### src/rtl/tmr8_pkg.sv
package tmr8_pkg;

  typedef enum logic [1:0] {
    MD_NORMAL = 2'd0,
    MD_CTC    = 2'd1,
    MD_PHASE  = 2'd2,
    MD_FAST   = 2'd3
  } tmr_mode_e;

  typedef enum logic [1:0] {
    OA_OFF    = 2'd0,
    OA_TOGGLE = 2'd1,
    OA_CLEAR  = 2'd2,
    OA_SET    = 2'd3
  } out_act_e;

  function automatic logic is_pwm(input tmr_mode_e m);
    return (m == MD_PHASE) || (m == MD_FAST);
  endfunction

endpackage

### src/rtl/tmr8_counter.sv
module tmr8_counter
  import tmr8_pkg::*;
#(
  parameter int W = 8
) (
  input  logic         clk,
  input  logic         rst_n,
  input  logic         tick,
  input  tmr_mode_e    mode,
  input  logic         cnt_wr,
  input  logic [W-1:0] cnt_wdata,
  input  logic [W-1:0] top_cmp,
  output logic [W-1:0] cnt_q,
  output logic         down_q,
  output logic         blk_q,
  output logic         ovf_ev,
  output logic         top_ev,
  output logic         wrap_ev
);

  localparam logic [W-1:0] MAXV = {W{1'b1}};
  localparam logic [W-1:0] BOTV = {W{1'b0}};
  localparam logic [W-1:0] ONE  = {{(W-1){1'b0}}, 1'b1};

  logic [W-1:0] cnt_d;
  logic         down_d;
  logic         blk_d;
  logic         at_max;
  logic         at_bot;

  assign at_max = (cnt_q == MAXV);
  assign at_bot = (cnt_q == BOTV);

  always_comb begin
    cnt_d   = cnt_q;
    down_d  = (mode == MD_PHASE) ? down_q : 1'b0;
    blk_d   = blk_q;
    ovf_ev  = 1'b0;
    top_ev  = 1'b0;
    wrap_ev = 1'b0;
    if (cnt_wr) begin
      cnt_d = cnt_wdata;
      blk_d = 1'b1;
    end else if (tick) begin
      blk_d = 1'b0;
      unique case (mode)
        MD_NORMAL: begin
          cnt_d  = cnt_q + ONE;
          ovf_ev = at_max;
        end
        MD_CTC: begin
          cnt_d  = (cnt_q == top_cmp) ? BOTV : cnt_q + ONE;
          ovf_ev = at_max;
        end
        MD_FAST: begin
          cnt_d   = cnt_q + ONE;
          ovf_ev  = at_max;
          top_ev  = at_max;
          wrap_ev = at_max;
        end
        MD_PHASE: begin
          if (!down_q) begin
            if (at_max) begin
              down_d = 1'b1;
              cnt_d  = cnt_q - ONE;
              top_ev = 1'b1;
            end else begin
              cnt_d = cnt_q + ONE;
            end
          end else begin
            if (at_bot) begin
              down_d = 1'b0;
              cnt_d  = cnt_q + ONE;
              ovf_ev = 1'b1;
            end else begin
              cnt_d = cnt_q - ONE;
            end
          end
        end
        default: cnt_d = cnt_q;
      endcase
    end
  end

  always_ff @(posedge clk or negedge rst_n) begin
    if (!rst_n) begin
      cnt_q  <= BOTV;
      down_q <= 1'b0;
      blk_q  <= 1'b0;
    end else begin
      cnt_q  <= cnt_d;
      down_q <= down_d;
      blk_q  <= blk_d;
    end
  end

endmodule

### src/rtl/tmr8_compare.sv
module tmr8_compare
  import tmr8_pkg::*;
#(
  parameter int W = 8
) (
  input  logic         clk,
  input  logic         rst_n,
  input  tmr_mode_e    mode,
  input  logic         cmp_wr,
  input  logic [W-1:0] cmp_wdata,
  input  logic         load_top,
  input  logic [W-1:0] cnt,
  input  logic         adv,
  input  logic         blk,
  output logic [W-1:0] buf_q,
  output logic [W-1:0] act_q,
  output logic         cmp_ev
);

  logic [W-1:0] buf_d;
  logic [W-1:0] act_d;
  logic         pwm;

  assign pwm = is_pwm(mode);

  always_comb begin
    buf_d = cmp_wr ? cmp_wdata : buf_q;
    if (pwm) begin
      act_d = load_top ? buf_q : act_q;
    end else begin
      act_d = buf_d;
    end
  end

  assign cmp_ev = adv && !blk && (cnt == act_q);

  always_ff @(posedge clk or negedge rst_n) begin
    if (!rst_n) begin
      buf_q <= '0;
      act_q <= '0;
    end else begin
      buf_q <= buf_d;
      act_q <= act_d;
    end
  end

endmodule

### src/rtl/tmr8_wavegen.sv
module tmr8_wavegen
  import tmr8_pkg::*;
(
  input  logic      clk,
  input  logic      rst_n,
  input  tmr_mode_e mode,
  input  out_act_e  out_mode,
  input  logic      cmp_ev,
  input  logic      wrap_ev,
  input  logic      down,
  output logic      wave_out
);

  logic wave_q;
  logic wave_d;
  logic pwm;
  logic linked;

  assign pwm    = is_pwm(mode);
  assign linked = (out_mode != OA_OFF) && !(pwm && (out_mode == OA_TOGGLE));

  always_comb begin
    wave_d = wave_q;
    if (linked) begin
      unique case (mode)
        MD_NORMAL, MD_CTC: begin
          if (cmp_ev) begin
            unique case (out_mode)
              OA_TOGGLE: wave_d = !wave_q;
              OA_CLEAR:  wave_d = 1'b0;
              OA_SET:    wave_d = 1'b1;
              default:   wave_d = wave_q;
            endcase
          end
        end
        MD_FAST: begin
          if (cmp_ev)  wave_d = (out_mode == OA_SET);
          if (wrap_ev) wave_d = (out_mode == OA_CLEAR);
        end
        MD_PHASE: begin
          if (cmp_ev) wave_d = down ^ (out_mode == OA_SET);
        end
        default: wave_d = wave_q;
      endcase
    end
  end

  always_ff @(posedge clk or negedge rst_n) begin
    if (!rst_n) wave_q <= 1'b0;
    else        wave_q <= wave_d;
  end

  assign wave_out = linked && wave_q;

endmodule

### src/rtl/tmr8_cmp.sv
module tmr8_cmp
  import tmr8_pkg::*;
#(
  parameter int W = 8
) (
  input  logic         clk,
  input  logic         rst_n,
  input  logic         int_tick,
  input  logic         ext_tick,
  input  logic         src_sel,
  input  logic [1:0]   mode,
  input  logic [1:0]   out_mode,
  input  logic         cnt_wr,
  input  logic [W-1:0] cnt_wdata,
  output logic [W-1:0] cnt_rdata,
  input  logic         cmp_wr,
  input  logic [W-1:0] cmp_wdata,
  output logic [W-1:0] cmp_rdata,
  input  logic         ovf_clr,
  input  logic         cmp_clr,
  output logic         ovf_flag,
  output logic         cmp_flag,
  output logic         wave_out
);

  tmr_mode_e    mode_e;
  out_act_e     oact_e;
  logic         tick;
  logic [W-1:0] cnt_q;
  logic         down_q;
  logic         blk_q;
  logic         ovf_ev;
  logic         top_ev;
  logic         wrap_ev;
  logic [W-1:0] buf_q;
  logic [W-1:0] act_q;
  logic         cmp_ev;
  logic         ovf_d;
  logic         cmpf_d;
  logic         ovf_q;
  logic         cmpf_q;

  assign mode_e = tmr_mode_e'(mode);
  assign oact_e = out_act_e'(out_mode);
  assign tick   = src_sel ? ext_tick : int_tick;

  tmr8_counter #(.W(W)) u_counter (
    .clk       (clk),
    .rst_n     (rst_n),
    .tick      (tick),
    .mode      (mode_e),
    .cnt_wr    (cnt_wr),
    .cnt_wdata (cnt_wdata),
    .top_cmp   (act_q),
    .cnt_q     (cnt_q),
    .down_q    (down_q),
    .blk_q     (blk_q),
    .ovf_ev    (ovf_ev),
    .top_ev    (top_ev),
    .wrap_ev   (wrap_ev)
  );

  tmr8_compare #(.W(W)) u_compare (
    .clk       (clk),
    .rst_n     (rst_n),
    .mode      (mode_e),
    .cmp_wr    (cmp_wr),
    .cmp_wdata (cmp_wdata),
    .load_top  (top_ev),
    .cnt       (cnt_q),
    .adv       (tick && !cnt_wr),
    .blk       (blk_q),
    .buf_q     (buf_q),
    .act_q     (act_q),
    .cmp_ev    (cmp_ev)
  );

  tmr8_wavegen u_wavegen (
    .clk      (clk),
    .rst_n    (rst_n),
    .mode     (mode_e),
    .out_mode (oact_e),
    .cmp_ev   (cmp_ev),
    .wrap_ev  (wrap_ev),
    .down     (down_q),
    .wave_out (wave_out)
  );

  always_comb begin
    ovf_d  = ovf_ev ? 1'b1 : (ovf_clr ? 1'b0 : ovf_q);
    cmpf_d = cmp_ev ? 1'b1 : (cmp_clr ? 1'b0 : cmpf_q);
  end

  always_ff @(posedge clk or negedge rst_n) begin
    if (!rst_n) begin
      ovf_q  <= 1'b0;
      cmpf_q <= 1'b0;
    end else begin
      ovf_q  <= ovf_d;
      cmpf_q <= cmpf_d;
    end
  end

  assign cnt_rdata = cnt_q;
  assign cmp_rdata = buf_q;
  assign ovf_flag  = ovf_q;
  assign cmp_flag  = cmpf_q;

endmodule

### config.mk
export PLATFORM = sky130hd
export DESIGN_NAME = tmr8_cmp
export DESIGN_NICKNAME = d
export VERILOG_FILES = /design/src/rtl/tmr8_pkg.sv /design/src/rtl/tmr8_counter.sv /design/src/rtl/tmr8_compare.sv /design/src/rtl/tmr8_wavegen.sv /design/src/rtl/tmr8_cmp.sv
export SDC_FILE = /design/constraint.sdc
export NUM_CORES = 1
export LEC_CHECK = 0
export BUFFER_PORTS_ARGS = -buffer_cell sky130_fd_sc_hd__buf_4
export CORE_ASPECT_RATIO = 0.5
export CORE_MARGIN = 10
export CORE_UTILIZATION = 25
export DETAILED_ROUTE_END_ITERATION = 8
export PLACE_DENSITY_LB_ADDON = 0.3
export RECOVER_POWER = 25
export SLEW_MARGIN = 15
export SYNTH_ARGS = -nofsm -noshare
export SYNTH_HDL_FRONTEND = slang
export SYNTH_SLANG_ARGS = --single-unit
### constraint.sdc
create_clock -name clk -period 2.74 [get_ports clk]
set_clock_uncertainty 0.05 [all_clocks]
set_input_delay 0.411 -clock clk [delete_from_list [all_inputs] [get_ports clk]]
set_output_delay 0.411 -clock clk [all_outputs]
set_load 0.05 [all_outputs]
== Yosys cells after proc, flatten, opt, wreduce, memory -nomap -nowiden ==
Cells that the tools add are included.
Cells by class
  add/sub/neg operators: 2
  multipliers: 0
  div/mod/pow operators: 0
  magnitude comparators: 0
  equal/unequal tests: 13
  shift-type cells: 0
  muxes and demuxes: 43
  bitwise logic cells: 1
  reduce and logical (&&, ||, !) cells: 21
Operator list (count)
  8-bit two-way mux: 9
  1-bit two-way mux: 29
  8-bit one-hot mux with 3 select lines: 1
  8-bit by 1-bit adder with 8-bit output, second input constant: 1
  2-bit == test, second input constant: 4
  8-bit == test: 1
  8-bit == test, second input constant: 1
  8-bit logical NOT: 1
  2-bit nonzero test: 4
  8-bit by 1-bit subtractor with 8-bit output, second input constant: 1
  1-bit logical AND: 6
  2-bit inequality test, second input constant: 3
  1-bit one-hot mux with 3 select lines: 2
  5-bit AND reduction: 1
  2-bit by 1-bit == test with 1-bit output, second input constant: 2
  1-bit logical NOT: 4
  4-bit by 1-bit inequality test with 1-bit output, second input constant: 1
  1-bit one-hot mux with 2 select lines: 2
  2-bit OR reduction: 2
  3-bit inequality test, second input constant: 1
  3-bit OR reduction: 1
  2-bit logical NOT: 1
  1-bit logical OR: 1
  1-bit bitwise XOR: 1
Storage, ports and cells
  bits in registers: 29
  latch bits: 0
  RAM bits: 0
  bits in read-only memories: 0
  input port bits: 29
  output and inout bits: 19
  word-level logic and storage cells: 88
  memories kept: 0

== Logic depth before layout (Yosys ltp) ==
  word-level depth: 8
  depth in mapped cells: 8
  depth with buffers taken out: 7

== By module ==
A second synthesis with hierarchy kept.
Second synthesis, totals
  cell total of the unflattened synthesis: 217
  area total of the unflattened synthesis: 2094.5 µm²
Modules (own cells, without submodules)
  tmr8_counter: times used 1, cells each 125, area an instance 1046.0 µm², sequential area each 250.2 µm²
  tmr8_compare: times used 1, cells each 68, area an instance 814.5 µm², sequential area each 400.4 µm²
  tmr8_wavegen: times used 1, cells each 16, area an instance 132.6 µm², sequential area each 25.0 µm²
  tmr8_cmp: times used 1, cells each 8, area an instance 101.3 µm², sequential area each 50.0 µm²

== Worst setup path before layout ==
OpenSTA, ideal clock, no wires.
  path kind: input to output
  start: in mode[0]
  end: out wave_out
  data arrival time: 1.942 ns
  slack: 0.337 ns
  stages on the path: 5
  cell sequence: inv_1 ha_1 nor2_1 a21oi_1 nor2b_1
On the way
  word-level cells in the longest chain between the ends: 6
  elaborated cells between the ends (all ways): 7
  those cells by class: 2 x eq/ne; 5 x reduce/logical
Ends and longest elaborated chain
  start: declaration: RTL line tmr8_cmp.sv:11  | input logic [1:0] mode,
  2-bit == test: RTL line tmr8_pkg.sv:18  | return (m == MD_PHASE) || (m == MD_FAST);
  1-bit logical OR (*): RTL line tmr8_pkg.sv:18
  1-bit logical AND (*): RTL line tmr8_wavegen.sv:20  | assign linked = (out_mode != OA_OFF) && !(pwm && (out_mode == OA_TOGGLE));
  1-bit logical NOT (*): RTL line tmr8_wavegen.sv:20
  1-bit logical AND (*): RTL line tmr8_wavegen.sv:20
  1-bit logical AND (*): RTL line tmr8_wavegen.sv:53  | assign wave_out = linked && wave_q;
  end: declaration: RTL line tmr8_cmp.sv:23  | output logic wave_out
Every way passes the cells marked *; elsewhere a longest branch is shown, timed or not.

== Worst setup path in the final report ==
  start: reg u_counter.cnt_q[0]
  end: reg u_compare.act_q[4]
On the way
  word-level cells in the longest chain between the ends: 7
Ends and longest elaborated chain
  start: declaration: RTL line tmr8_counter.sv:13  | output logic [W-1:0] cnt_q,
  start signal: assignment: RTL line tmr8_counter.sv:91  | cnt_q <= cnt_d;
  8-bit == test (*): RTL line tmr8_counter.sv:31  | assign at_max = (cnt_q == MAXV);
  1-bit two-way mux: RTL line tmr8_counter.sv:63  | if (at_max) begin
  1-bit two-way mux: RTL line tmr8_counter.sv:62  | if (!down_q) begin
  1-bit one-hot mux with 2 select lines (*): RTL line tmr8_counter.sv:46  | unique case (mode)
  1-bit two-way mux (*): RTL line tmr8_counter.sv:44  | end else if (tick) begin
  1-bit two-way mux (*): RTL line tmr8_counter.sv:41  | if (cnt_wr) begin
  2-bit inequality test (no source line) (*)
  end signal: assignment: RTL line tmr8_compare.sv:43  | act_q <= act_d;
  end: declaration: RTL line tmr8_compare.sv:16  | output logic [W-1:0] act_q,
Marked as above.
A chain may end at the register's enable or synchronous reset.

==> Flow_metrics.wiki <==
{| class="wikitable"
! Metric !! Value
|-
| Total setup violations reported at the end of the flow || 0
|-
| Critical Path Sink Type || register
|-
| Row count || 22
|-
| Startpoint-to-endpoint class of the critical path || reg -> reg
|-
| Status || complete, but fails checks
|-
| Post-detailed-placement half-perimeter wirelength || 4.44 mm
|-
| Commonest register cell after synthesis || dfrtp_1
|-
| Launch instance of the worst register-to-register path || u_counter.cnt_q[0]
|-
| Failing checks || max-capacitance violations, max-slew violations
|-
| Buffer depth of the longest clock path || 2
|-
| Reg2Reg Depth || 6
|-
| First-iteration detailed-routing DRC count || 167
|-
| Number of top-level pins || 48
|-
| Synth cell count leaders || 29 x dfrtp_1, 23 x nand2_1, 13 x xor2_1
|-
| Horizontal die dimension || 146 µm
|-
| Die footprint || 0.0122 mm²
|-
| Clock root buffer || clkbuf_16
|-
| Synth-to-Final Area Change || 29.7%
|-
| FF+latch count, synth || 29
|-
| Ys Warns || 0
|-
| Hold violation total from the final report || 0
|-
| TritonCTS clock tree || built
|-
| Layout cells sized above 1 || 0.274
|-
| Drt first pass iters || 4
|-
| Slew headroom || -0.0606
|-
| Unrepaired setup endpoints after global routing || no
|-
| Number of nets with antenna violations after detailed routing || 0
|-
| Worst hold path class || in -> reg
|-
| Antenna diodes || 0
|-
| Cell type with the largest total area after synthesis || dfrtp_1
|-
| Crit path launch type || register
|-
| Sink Count || 29
|-
| Worst Setup Slack post-DPL || 0.397 ns
|-
| Average footprint of a synthesized cell || 9.19 µm²
|-
| Initial Util || 0.264
|-
| Mapped cell area || 0.00199 mm²
|-
| Lkg Pwr || 1.09 nW
|-
| Clock Pin Slew Worst Setup and Hold Paths || 0.05 ns
|-
| Worst IR drop on VDD || 0.238 mV
|-
| Ratio of routed vias to standard cells || 4.84
|-
| Share of synthesized registers carrying an async set or reset || 1.00
|-
| Maximum fanout along the worst path || 12
|-
| Slew of the pin with the lowest slew margin || 1.59 ns
|-
| Global-route wire length before repair || 9.47 mm
|-
| Placer's final routability congestion estimate || 0.887
|-
| Pin count of the biggest net entering global routing || 30
|-
| Overflow left after global routing || 0
|-
| Data required time of the critical path || 2.85 ns
|-
| Final wirelength || 5.80 mm
|-
| Source of the worst hold timing path || ovf_clr
|-
| Smallest setup slack after layout || 0.414 ns
|-
| Slowest cell on the critical path || dfrtp_1
|-
| Die boundary height || 83.2 µm
|-
| Endpoint with the worst hold slack || ovf_flag
|-
| Capturing point of the worst reg2reg path || u_compare.act_q[4]
|-
| Number of levels in the clock H-tree || 2
|-
| Worst hold path stage count || 2
|-
| Post-CTS Repair Setup Buffers || 0
|-
| Count leader, synth || dfrtp_1
|-
| Quantity of hold-fixing buffers added after cts || 0
|-
| Cell breakdown of the critical path || ha_1, and4_1, nand3_1, nor3_4, mux2i_1, o21ai_1
|-
| Resized Gates After CTS || 0
|-
| CTS buffer count || 5
|-
| Reg-to-reg setup timing slack || 0.41 ns
|-
| Count of unique library cells instantiated by Yosys || 52
|-
| Max-capacitance violation count || 1
|-
| Worst-skew pair later-pin latency || 0.28 ns
|-
| P per Cell Area || 653 mW/mm²
|-
| Buffers added on ports || 47
|-
| Cells after Synth || 217
|-
| Number of global-route vias before repair || 1,796
|-
| Net count after synthesis || 253
|-
| Maximum clock frequency || 0.430 GHz
|-
| Number of inserted filler cells in the final layout || 779
|-
| Total vias in the final route || 1,778
|-
| Worst hold slack after final layout || 0.276 ns
|-
| Sum of negative setup slack || 0 ns
|-
| Register area share after synthesis || 0.364
|-
| Final count of pins violating max slew || 30
|-
| Residual DRC || 0
|-
| Overall fraction of global-route tracks in use || 0.0942
|-
| WL per Instance || 15.8 µm
|-
| Synth top area cells || dfrtp_1 36%, xor2_1 5.7%, mux2_2 5.6%
|-
| Data arrival time of the worst path || 2.44 ns
|-
| Number of flops mapped to enable cells by yosys || 0
|-
| Antenna violations before repair || 0
|-
| Proportion of netlist area held by the largest area contributor || 0.364
|-
| Count of nets after finishing || 295
|-
| Fin crit period || 2.33 ns
|-
| Floorplan Core Area || 0.00754 mm²
|-
| Final worst-path cycle share || 0.849
|-
| Largest incremental delay on the critical path || 0.57 ns
|}
-- cells in the final DEF, fill, tap and decap left out, drive strengths merged, types with 2 or more instances in the layout --
cell,count
buf,49
dfrtp,29
nand2,23
o21ai,14
xor2,13
nand3,11
mux2,10
mux2i,9
nor2,9
inv,8
ha,7
a21oi,6
o22ai,6
clkbuf,6
nor3,5
nor2b,4
a31oi,4
and2,3
o21a,3
xnor2,3
nor4,3
and4,2
nand2b,2
and3,2
o221ai,2
a22oi,2
a22o,2
or4,2
o211ai,2
-- cell type report --
class	instances	area, µm²	area share
Inverter	8	30.0	0.0116
Multi-Input combinational cell	165	1160	0.450
Tap cell	108	135	0.0522
Clock inverter	2	35.0	0.0135
Sequential cell	29	726	0.280
Clock buffer	5	125	0.0484
Timing Repair Buffer	50	372	0.144
-- worst max-delay path by stage --
stage | startpoint | end | slack (ns) | cells past startpoint
after detailed placement | u_counter.cnt_q[1] | u_compare.act_q[0] | 0.40 | 6
after global routing | u_counter.cnt_q[1] | u_compare.act_q[5] | 0.21 | 6
final | u_counter.cnt_q[0] | u_compare.act_q[4] | 0.41 | 6
after floorplan | mode[0] | wave_out | 0.34 | 5
after global placement | u_counter.cnt_q[0] | u_compare.act_q[6] | 0.51 | 6
after CTS | u_counter.cnt_q[0] | u_compare.act_q[3] | 0.42 | 6
-- per-stage QoR --
stage	cell area, µm²	total power [mW]	cells	utilization
after floorplan	1990	0.928	217	-
after global routing	2590	1.78	367	0.343
after global placement	2430	1.09	360	0.322
after detailed placement	2430	1.09	360	0.322
after CTS	2590	1.71	367	0.344
final	2590	1.69	367	0.343
-- registers in the layout, summed over array words and instances, names as in the netlist --
signal and flops:
cmp_flag 1, ovf_flag 1, u_wavegen.wave_q 1, u_counter.blk_q 1, u_compare.act_q 8, u_counter.down_q 1, u_counter.cnt_q 8, u_compare.buf_q 8
-- cells by family after synthesis --
logic type	share of synthesized area
compound gates	0.181
xor+xnor	0.0703
fa+ha+maj	0.0439
buf+inv	0.0521
flops	0.364
mux	0.102
simple gates	0.188
-- worst max-delay path, delay by kind of cell (launching register included) --
kind,cells,cell delay [ns]
and+or+nand+nor,3,0.99
AOI/OAI and AO/OA,1,0.07
adders and majority gates,1,0.29
muxes,1,0.25
DFF,1,0.57
-- power by group --
| part | switching [mW] | internal (mW) | total (mW) |
|---|---|---|---|
| registers | 0.101 | 0.483 | 0.584 |
| clock network | 0.185 | 0.421 | 0.606 |
| logic | 0.300 | 0.200 | 0.500 |
-- layer usage --
layer,global-route usage,part of all wire,vias up
met2,0.150,0.46,48
met4,0.0341,0.012,0
met5,0,0,-
met3,0.0222,0.038,5
li1,-,-,871
met1,0.122,0.49,854
No activity file was read; power rests on OpenSTA's default activity.
